### src/rtl/sweep_pkg.sv
package sweep_pkg;

  typedef enum logic [1:0] {
    ST_IDLE,
    ST_LOAD,
    ST_RUN,
    ST_ADV
  } ctlState_t;

  // strobes from the controller to the datapath
  typedef struct packed {
    logic initSweep;   // reset tap, seed and winners for a new run
    logic load;        // parallel load of the seed
    logic shift;       // one shift step, count it
    logic finish;      // capture result, update winner
    logic phaseTwo;    // selects which winner the finish updates
    logic nextTap;     // step to the next tap code
    logic enterTwo;    // switch to the winning tap, seed back to 1
    logic nextSeed;    // step to the next seed
  } ctrlStrobe_t;

  // status from the datapath to the controller
  typedef struct packed {
    logic hit;         // register back at the seed
    logic timeout;     // guard limit reached
    logic tapLast;     // tap code at its highest value
    logic seedLast;    // seed at its highest value
  } dpStatus_t;

endpackage

### src/rtl/lfsr_core.sv
module lfsr_core #(
  parameter int STAGES   = 9,
  parameter int TAP_BITS = 3
) (
  input  logic                clk,
  input  logic                rst,
  input  logic                load,
  input  logic                shift,
  input  logic [STAGES-1:0]   seedVal,
  input  logic [TAP_BITS-1:0] tapSel,
  output logic [STAGES-1:0]   state
);

  logic [STAGES-1:0] stateQ;
  logic [STAGES-1:0] nextVec;
  logic              feedBack;

  // last stage always takes part, the selected stage is the second input
  assign feedBack = stateQ[STAGES-1] ^ stateQ[tapSel];

  for (genvar k = 0; k < STAGES; k++) begin : g_stage
    if (k == 0) begin : g_first
      assign nextVec[k] = load ? seedVal[k] : feedBack;
    end else begin : g_rest
      assign nextVec[k] = load ? seedVal[k] : stateQ[k-1];
    end
  end

  always_ff @(posedge clk) begin
    if (rst) begin
      stateQ <= '0;
    end else if (load || shift) begin
      stateQ <= nextVec;
    end
  end

  assign state = stateQ;

  p_load_r2: assert property (@(posedge clk) disable iff (rst)
    load |=> (stateQ == $past(seedVal)));

  p_shift_r1: assert property (@(posedge clk) disable iff (rst)
    (shift && !load) |=> (stateQ[STAGES-1:1] == $past(stateQ[STAGES-2:0])));

  p_seed_nonzero_r2: assert property (@(posedge clk) disable iff (rst)
    load |-> (seedVal != '0));

endmodule

### src/rtl/sweep_datapath.sv
module sweep_datapath
  import sweep_pkg::*;
#(
  parameter int STAGES   = 9,
  parameter int TAP_BITS = 3
) (
  input  logic                clk,
  input  logic                rst,
  input  ctrlStrobe_t         ctrl,
  output dpStatus_t           status,
  output logic                resValid,
  output logic [TAP_BITS-1:0] resTap,
  output logic [STAGES-1:0]   resSeed,
  output logic [STAGES-1:0]   resPeriod,
  output logic [TAP_BITS-1:0] bestTap,
  output logic [STAGES-1:0]   bestTapPeriod,
  output logic [STAGES-1:0]   bestSeed,
  output logic [STAGES-1:0]   bestSeedPeriod
);

  localparam int CNT_W = STAGES + 1;
  localparam logic [STAGES-1:0] SEED_ONE = {{(STAGES-1){1'b0}}, 1'b1};

  logic [TAP_BITS-1:0] tapCode;
  logic [STAGES-1:0]   seedReg;
  logic [CNT_W-1:0]    shiftCnt;
  logic [STAGES-1:0]   lfsrState;
  logic [STAGES-1:0]   periodNow;
  logic                tapBetter;
  logic                seedBetter;

  lfsr_core #(.STAGES(STAGES), .TAP_BITS(TAP_BITS)) u_lfsr (
    .clk    (clk),
    .rst    (rst),
    .load   (ctrl.load),
    .shift  (ctrl.shift),
    .seedVal(seedReg),
    .tapSel (tapCode),
    .state  (lfsrState)
  );

  // saturate on the guard limit so the report stays in range
  assign periodNow  = shiftCnt[STAGES] ? '1 : shiftCnt[STAGES-1:0];
  assign tapBetter  = periodNow < bestTapPeriod;
  assign seedBetter = (periodNow > SEED_ONE) && (periodNow < bestSeedPeriod);

  assign status.hit      = (shiftCnt != '0) && (lfsrState == seedReg);
  assign status.timeout  = shiftCnt[STAGES];
  assign status.tapLast  = (tapCode == '1);
  assign status.seedLast = (seedReg == '1);

  // tap and seed under test
  always_ff @(posedge clk) begin
    if (rst) begin
      tapCode <= '0;
      seedReg <= SEED_ONE;
    end else if (ctrl.initSweep) begin
      tapCode <= '0;
      seedReg <= SEED_ONE;
    end else if (ctrl.nextTap) begin
      tapCode <= tapCode + 1'b1;
    end else if (ctrl.enterTwo) begin
      tapCode <= bestTap;
      seedReg <= SEED_ONE;
    end else if (ctrl.nextSeed) begin
      seedReg <= seedReg + 1'b1;
    end
  end

  // shift counter
  always_ff @(posedge clk) begin
    if (rst) begin
      shiftCnt <= '0;
    end else if (ctrl.load) begin
      shiftCnt <= '0;
    end else if (ctrl.shift) begin
      shiftCnt <= shiftCnt + 1'b1;
    end
  end

  // result strobe
  always_ff @(posedge clk) begin
    if (rst) begin
      resValid  <= 1'b0;
      resTap    <= '0;
      resSeed   <= '0;
      resPeriod <= '0;
    end else begin
      resValid <= ctrl.finish;
      if (ctrl.finish) begin
        resTap    <= tapCode;
        resSeed   <= seedReg;
        resPeriod <= periodNow;
      end
    end
  end

  // winners, strict compare keeps the first one found
  always_ff @(posedge clk) begin
    if (rst || ctrl.initSweep) begin
      bestTap        <= '1;
      bestTapPeriod  <= '1;
      bestSeed       <= '1;
      bestSeedPeriod <= '1;
    end else if (ctrl.finish) begin
      if (!ctrl.phaseTwo && tapBetter) begin
        bestTap       <= tapCode;
        bestTapPeriod <= periodNow;
      end
      if (ctrl.phaseTwo && seedBetter) begin
        bestSeed       <= seedReg;
        bestSeedPeriod <= periodNow;
      end
    end
  end

  p_strobe_single_r8: assert property (@(posedge clk) disable iff (rst)
    resValid |=> !resValid);

  p_period_nonzero_r3: assert property (@(posedge clk) disable iff (rst)
    resValid |-> (resPeriod != '0));

  p_tap_monotone_r5: assert property (@(posedge clk) disable iff (rst)
    !ctrl.initSweep |=> (bestTapPeriod <= $past(bestTapPeriod)));

  p_seed_monotone_r7: assert property (@(posedge clk) disable iff (rst)
    !ctrl.initSweep |=> (bestSeedPeriod <= $past(bestSeedPeriod)));

endmodule

### src/rtl/sweep_control.sv
module sweep_control
  import sweep_pkg::*;
(
  input  logic        clk,
  input  logic        rst,
  input  logic        startReq,
  input  dpStatus_t   status,
  output ctrlStrobe_t ctrl,
  output logic        doneFlag
);

  ctlState_t state;
  ctlState_t stateNext;
  logic      phaseTwo;
  logic      lastSeedDone;

  assign lastSeedDone = (state == ST_ADV) && phaseTwo && status.seedLast;

  always_comb begin
    ctrl          = '0;
    ctrl.phaseTwo = phaseTwo;
    stateNext     = state;
    unique case (state)
      ST_IDLE: begin
        if (startReq) begin
          ctrl.initSweep = 1'b1;
          stateNext      = ST_LOAD;
        end
      end
      ST_LOAD: begin
        ctrl.load = 1'b1;
        stateNext = ST_RUN;
      end
      ST_RUN: begin
        if (status.hit || status.timeout) begin
          ctrl.finish = 1'b1;
          stateNext   = ST_ADV;
        end else begin
          ctrl.shift = 1'b1;
        end
      end
      ST_ADV: begin
        if (!phaseTwo) begin
          if (status.tapLast) ctrl.enterTwo = 1'b1;
          else                ctrl.nextTap  = 1'b1;
          stateNext = ST_LOAD;
        end else if (status.seedLast) begin
          stateNext = ST_IDLE;
        end else begin
          ctrl.nextSeed = 1'b1;
          stateNext     = ST_LOAD;
        end
      end
      default: stateNext = ST_IDLE;
    endcase
  end

  always_ff @(posedge clk) begin
    if (rst) begin
      state    <= ST_IDLE;
      phaseTwo <= 1'b0;
      doneFlag <= 1'b0;
    end else begin
      state    <= stateNext;
      doneFlag <= lastSeedDone;
      if (ctrl.initSweep)     phaseTwo <= 1'b0;
      else if (ctrl.enterTwo) phaseTwo <= 1'b1;
    end
  end

  p_done_single_r8: assert property (@(posedge clk) disable iff (rst)
    doneFlag |=> !doneFlag);

  p_run_exit_r3: assert property (@(posedge clk) disable iff (rst)
    (state == ST_RUN) |=> (state == ST_RUN || state == ST_ADV));

  p_busy_start_r9: assert property (@(posedge clk) disable iff (rst)
    (state != ST_IDLE && startReq) |=> (state != ST_LOAD || $past(state) == ST_ADV));

endmodule

### src/rtl/cycle_sweep_analyzer.sv
module cycle_sweep_analyzer
  import sweep_pkg::*;
#(
  parameter int STAGES   = 9,
  parameter int TAP_BITS = 3
) (
  input  logic                clk,
  input  logic                rst,
  input  logic                startReq,
  output logic                resValid,
  output logic [TAP_BITS-1:0] resTap,
  output logic [STAGES-1:0]   resSeed,
  output logic [STAGES-1:0]   resPeriod,
  output logic                doneFlag,
  output logic [TAP_BITS-1:0] bestTap,
  output logic [STAGES-1:0]   bestTapPeriod,
  output logic [STAGES-1:0]   bestSeed,
  output logic [STAGES-1:0]   bestSeedPeriod
);

  ctrlStrobe_t ctrl;
  dpStatus_t   status;

  sweep_control u_ctrl (
    .clk     (clk),
    .rst     (rst),
    .startReq(startReq),
    .status  (status),
    .ctrl    (ctrl),
    .doneFlag(doneFlag)
  );

  sweep_datapath #(.STAGES(STAGES), .TAP_BITS(TAP_BITS)) u_dp (
    .clk           (clk),
    .rst           (rst),
    .ctrl          (ctrl),
    .status        (status),
    .resValid      (resValid),
    .resTap        (resTap),
    .resSeed       (resSeed),
    .resPeriod     (resPeriod),
    .bestTap       (bestTap),
    .bestTapPeriod (bestTapPeriod),
    .bestSeed      (bestSeed),
    .bestSeedPeriod(bestSeedPeriod)
  );

endmodule

### config.mk
export PLATFORM = sky130hd
export DESIGN_NAME = cycle_sweep_analyzer
export DESIGN_NICKNAME = d
export VERILOG_FILES = /design/src/rtl/sweep_pkg.sv /design/src/rtl/lfsr_core.sv /design/src/rtl/sweep_datapath.sv /design/src/rtl/sweep_control.sv /design/src/rtl/cycle_sweep_analyzer.sv
export SDC_FILE = /design/constraint.sdc
export NUM_CORES = 1
export LEC_CHECK = 0
export BUFFER_PORTS_ARGS = -buffer_cell sky130_fd_sc_hd__buf_2
export CORE_MARGIN = 3
export CORE_UTILIZATION = 28
export CTS_CLUSTER_SIZE = 30
export DETAILED_ROUTE_END_ITERATION = 8
export PLACE_DENSITY = 0.45
export SLEW_MARGIN = 20
export SYNTH_ARGS = -nofsm -noshare
export SYNTH_HDL_FRONTEND = slang
export SYNTH_SLANG_ARGS = --single-unit
### constraint.sdc
create_clock -name clk -period 2.4 [get_ports clk]
set_input_delay 0 -clock clk [delete_from_list [all_inputs] [get_ports clk]]
set_output_delay 0 -clock clk [all_outputs]
set_load 0.01 [all_outputs]
==> results.sh <==
export IMPL_status="complete, no violations"
export IMPL_drt_pass1_iterations=4
export IMPL_slowest_stage="dfxtp_1"
export IMPL_worstPathRequired_ns=2.67
export IMPL_final_area_um2=5400
export IMPL_cts_buffers=9
export IMPL_synth_common_cells="nor2_1, dfxtp_1, nand2_1"
export IMPL_async_reset_ff_share_pct=0
export IMPL_path_cells="buf_4 > or2_2 > ha_1 > nand2_1 > o31a_1 > o21ai_0 > a211o_1 > buf_4 > mux2i_1"
export IMPL_cts_tree="done"
export IMPL_yosysMostFrequentCell="nor2_1"
export IMPL_tightest_slew_ns=0.549
export IMPL_drc=0
export IMPL_drive_gt1_share_pct=20.7
export IMPL_fp_dieArea_um2=17500
export IMPL_root_buffer="clkbuf_16"
export IMPL_grtUsageTotal_pct=14.4
export IMPL_crit_fanout=11
export IMPL_routedWlPerCell_um=15.6
export IMPL_insertedDiodeCount=0
export IMPL_dpl_hpwl_um=9320
export IMPL_grt_pass1_wl_um=20400
export IMPL_rrSetupSlack_ns=0.16
export IMPL_synth_warnings=0
export IMPL_io_pins=56
export IMPL_syn_avg_cell_area_um2=8.61
export IMPL_postSynthCellCount=520
export IMPL_final_period_utilization_pct=93.4
export IMPL_die_h_um=132
export IMPL_crit_top_cell="buf_4"
export IMPL_synth_seq_cells=87
export IMPL_port_buffers=55
export IMPL_htreeDepth=3
export IMPL_drtIter0Drc=319
export IMPL_row_count=45
export IMPL_critPathLaunch="u_dp.shiftCnt[9]"
export IMPL_min_delay_start="rst"
export IMPL_syn_area_um2=4480
export IMPL_hold_viol_final=0
export IMPL_synth_top_area_share_pct=38.9
export IMPL_core_area_um2=15400
export IMPL_worstRegToRegCells=9
export IMPL_synthToLayoutAreaGrowth_pct=20.6
export IMPL_pwr_density_cell_nw_per_um2=770
export IMPL_crit_end="u_dp.bestTapPeriod[0]"
export IMPL_finalWorstSetupSlack_ns=0.158
export IMPL_synth_edf_count=0
export IMPL_hp_class="input pin to register"
export IMPL_ctsLongestPathBuffers=2
export IMPL_cts_setup_buffers=0
export IMPL_clk_latency_ns=0.35
export IMPL_timing_rr_start="u_dp.shiftCnt[9]"
export IMPL_start_util_pct=29.0
export IMPL_ys_seq_area_share_pct=38.9
export IMPL_rr_endpoint="u_dp.bestTapPeriod[0]"
export IMPL_synthTopCellsByArea="dfxtp_1, mux2i_1, nor2_1"
export IMPL_fillers=1635
export IMPL_min_period_ns=2.24
export IMPL_clk_pin_slew_ns=0.07
export IMPL_cpPeakStageDelay_ns=0.37
export IMPL_power_leakage_uw=0.00238
export IMPL_ant_nets=0
export IMPL_gp_routability_congestion=0.823
export IMPL_via_count=3800
export IMPL_viasPerCell=4.77
export IMPL_yosysTopAreaCell="dfxtp_1"
export IMPL_chipWidth_um=132
export IMPL_slew_violations=0
export IMPL_numClockSinks=87
export IMPL_fin_nets=607
export IMPL_drt_wl_total_um=12500
export IMPL_grt_overflow=0
export IMPL_crit_type="register to register"
export IMPL_grt_max_degree=39
export IMPL_synthDistinctLibCells=56
export IMPL_start_kind="register"
export IMPL_fmax_mhz=446
export IMPL_ir_drop_v=0.000366
export IMPL_drv_cap=0
export IMPL_grt_pass1_vias=3694
export IMPL_dp_slack_ns=0.182
export IMPL_rsz0062_at_grt="false"
export IMPL_antenna_found_initial=0
export IMPL_synth_ff_type="dfxtp_1"
export IMPL_setup_viol_count_final=0
export IMPL_tns_ns=0
export IMPL_cp_data_arrival_time_ns=2.51
export IMPL_dpl_instance_area_um2=5090
export IMPL_syn_num_nets=546
export IMPL_finalClockSkew_ns=0.0110
export IMPL_slew_headroom_pct=63.4
export IMPL_cp_end_kind="register"
[cell families after synthesis]
kind of cell,share of synthesized area (%)
xor gates and xnor gates,3.13
DFF,38.9
AOI/OAI and AO/OA,13.3
and+or+nand+nor,22.4
muxes,9.72
buffers and inverters,6.18
adders and majority gates,6.43
[report_power, final]
| part | total (µW) | internal [µW] | switching [µW] |
|---|---|---|---|
| registers | 1660 | 1540 | 118 |
| clock network | 1470 | 862 | 605 |
| logic | 1030 | 392 | 640 |
[timing repair]
action / in CTS / in global routing
gates resized for setup: 0 / 1
hold buffers: 0 / 0
endpoints found under the setup margin: 0 / 1
[cell type report]
class                           instances  area (µm²)  share of cell area (%)
Clock buffer                           11         253                    4.68
Clock inverter                          4        55.1                    1.02
Inverter                               24        90.1                    1.67
Multi-Input combinational cell        374        2470                    45.7
Sequential cell                        87        1740                    32.2
Tap cell                              211         264                    4.89
Timing Repair Buffer                   85         529                    9.80
[through the flow]
step	hold WS (ns)	instances	total power [µW]	utilization [%]
floorplan	0.270	520	2450	-
global placement	0.404	781	2710	33.0
detailed placement	0.405	781	2730	33.0
CTS	0.0917	796	4210	35.0
global route	0.141	796	4390	35.0
finish	0.0957	796	4160	35.0
[critical path, delay by kind of cell, from the launching register on]
family | cells | cell delay [ns]
compound gates | 3 | 0.55
simple gates | 2 | 0.39
flops | 1 | 0.37
buf+inv | 2 | 0.36
fa+ha+maj | 1 | 0.29
mux | 1 | 0.20
[worst min path at each step]
stage	end	slack (ns)	cells after the start
detailed placement	doneFlag	0.40	1
global placement	resValid	0.40	1
CTS	u_dp.resPeriod[6]	0.09	2
global route	u_dp.resTap[2]	0.14	2
finish	u_dp.resPeriod[6]	0.1	2
floorplan	u_dp.seedReg[8]	0.27	3
[metal layers]
layer,part of all wire [%],track usage (%)
met4,1.7,5.37
met5,0,0
met2,43,21.0
met1,52,21.2
met3,3.4,2.59
[flip-flops by register name, summed over array words and instances (netlist names)]
signal and flops:
u_dp.resPeriod 9, u_dp.bestSeed 9, u_dp.resTap 3, u_dp.bestTap 3
u_ctrl.doneFlag 1, u_dp.bestSeedPeriod 9, u_dp.resValid 1, u_dp.bestTapPeriod 9
u_ctrl.state 2, u_ctrl.phaseTwo 1, u_dp.shiftCnt 10, u_dp.tapCode 3
u_dp.u_lfsr.state 9, u_dp.seedReg 9, u_dp.resSeed 9
[layout by cell type, fill, tap and decap left out, drive strengths merged, types with 8 or more instances in the layout]
master,netlist,final
a211oi,8,8
a21oi,29,29
buf,19,85
clkbuf,16,11
dfxtp,87,87
ha,23,23
inv,24,24
mux2i,39,39
nand2,44,44
nand3,9,9
nand4,8,8
nor2,99,99
nor3,14,14
xor2,13,13
Note: power is estimated with default switching activity, not from simulation.
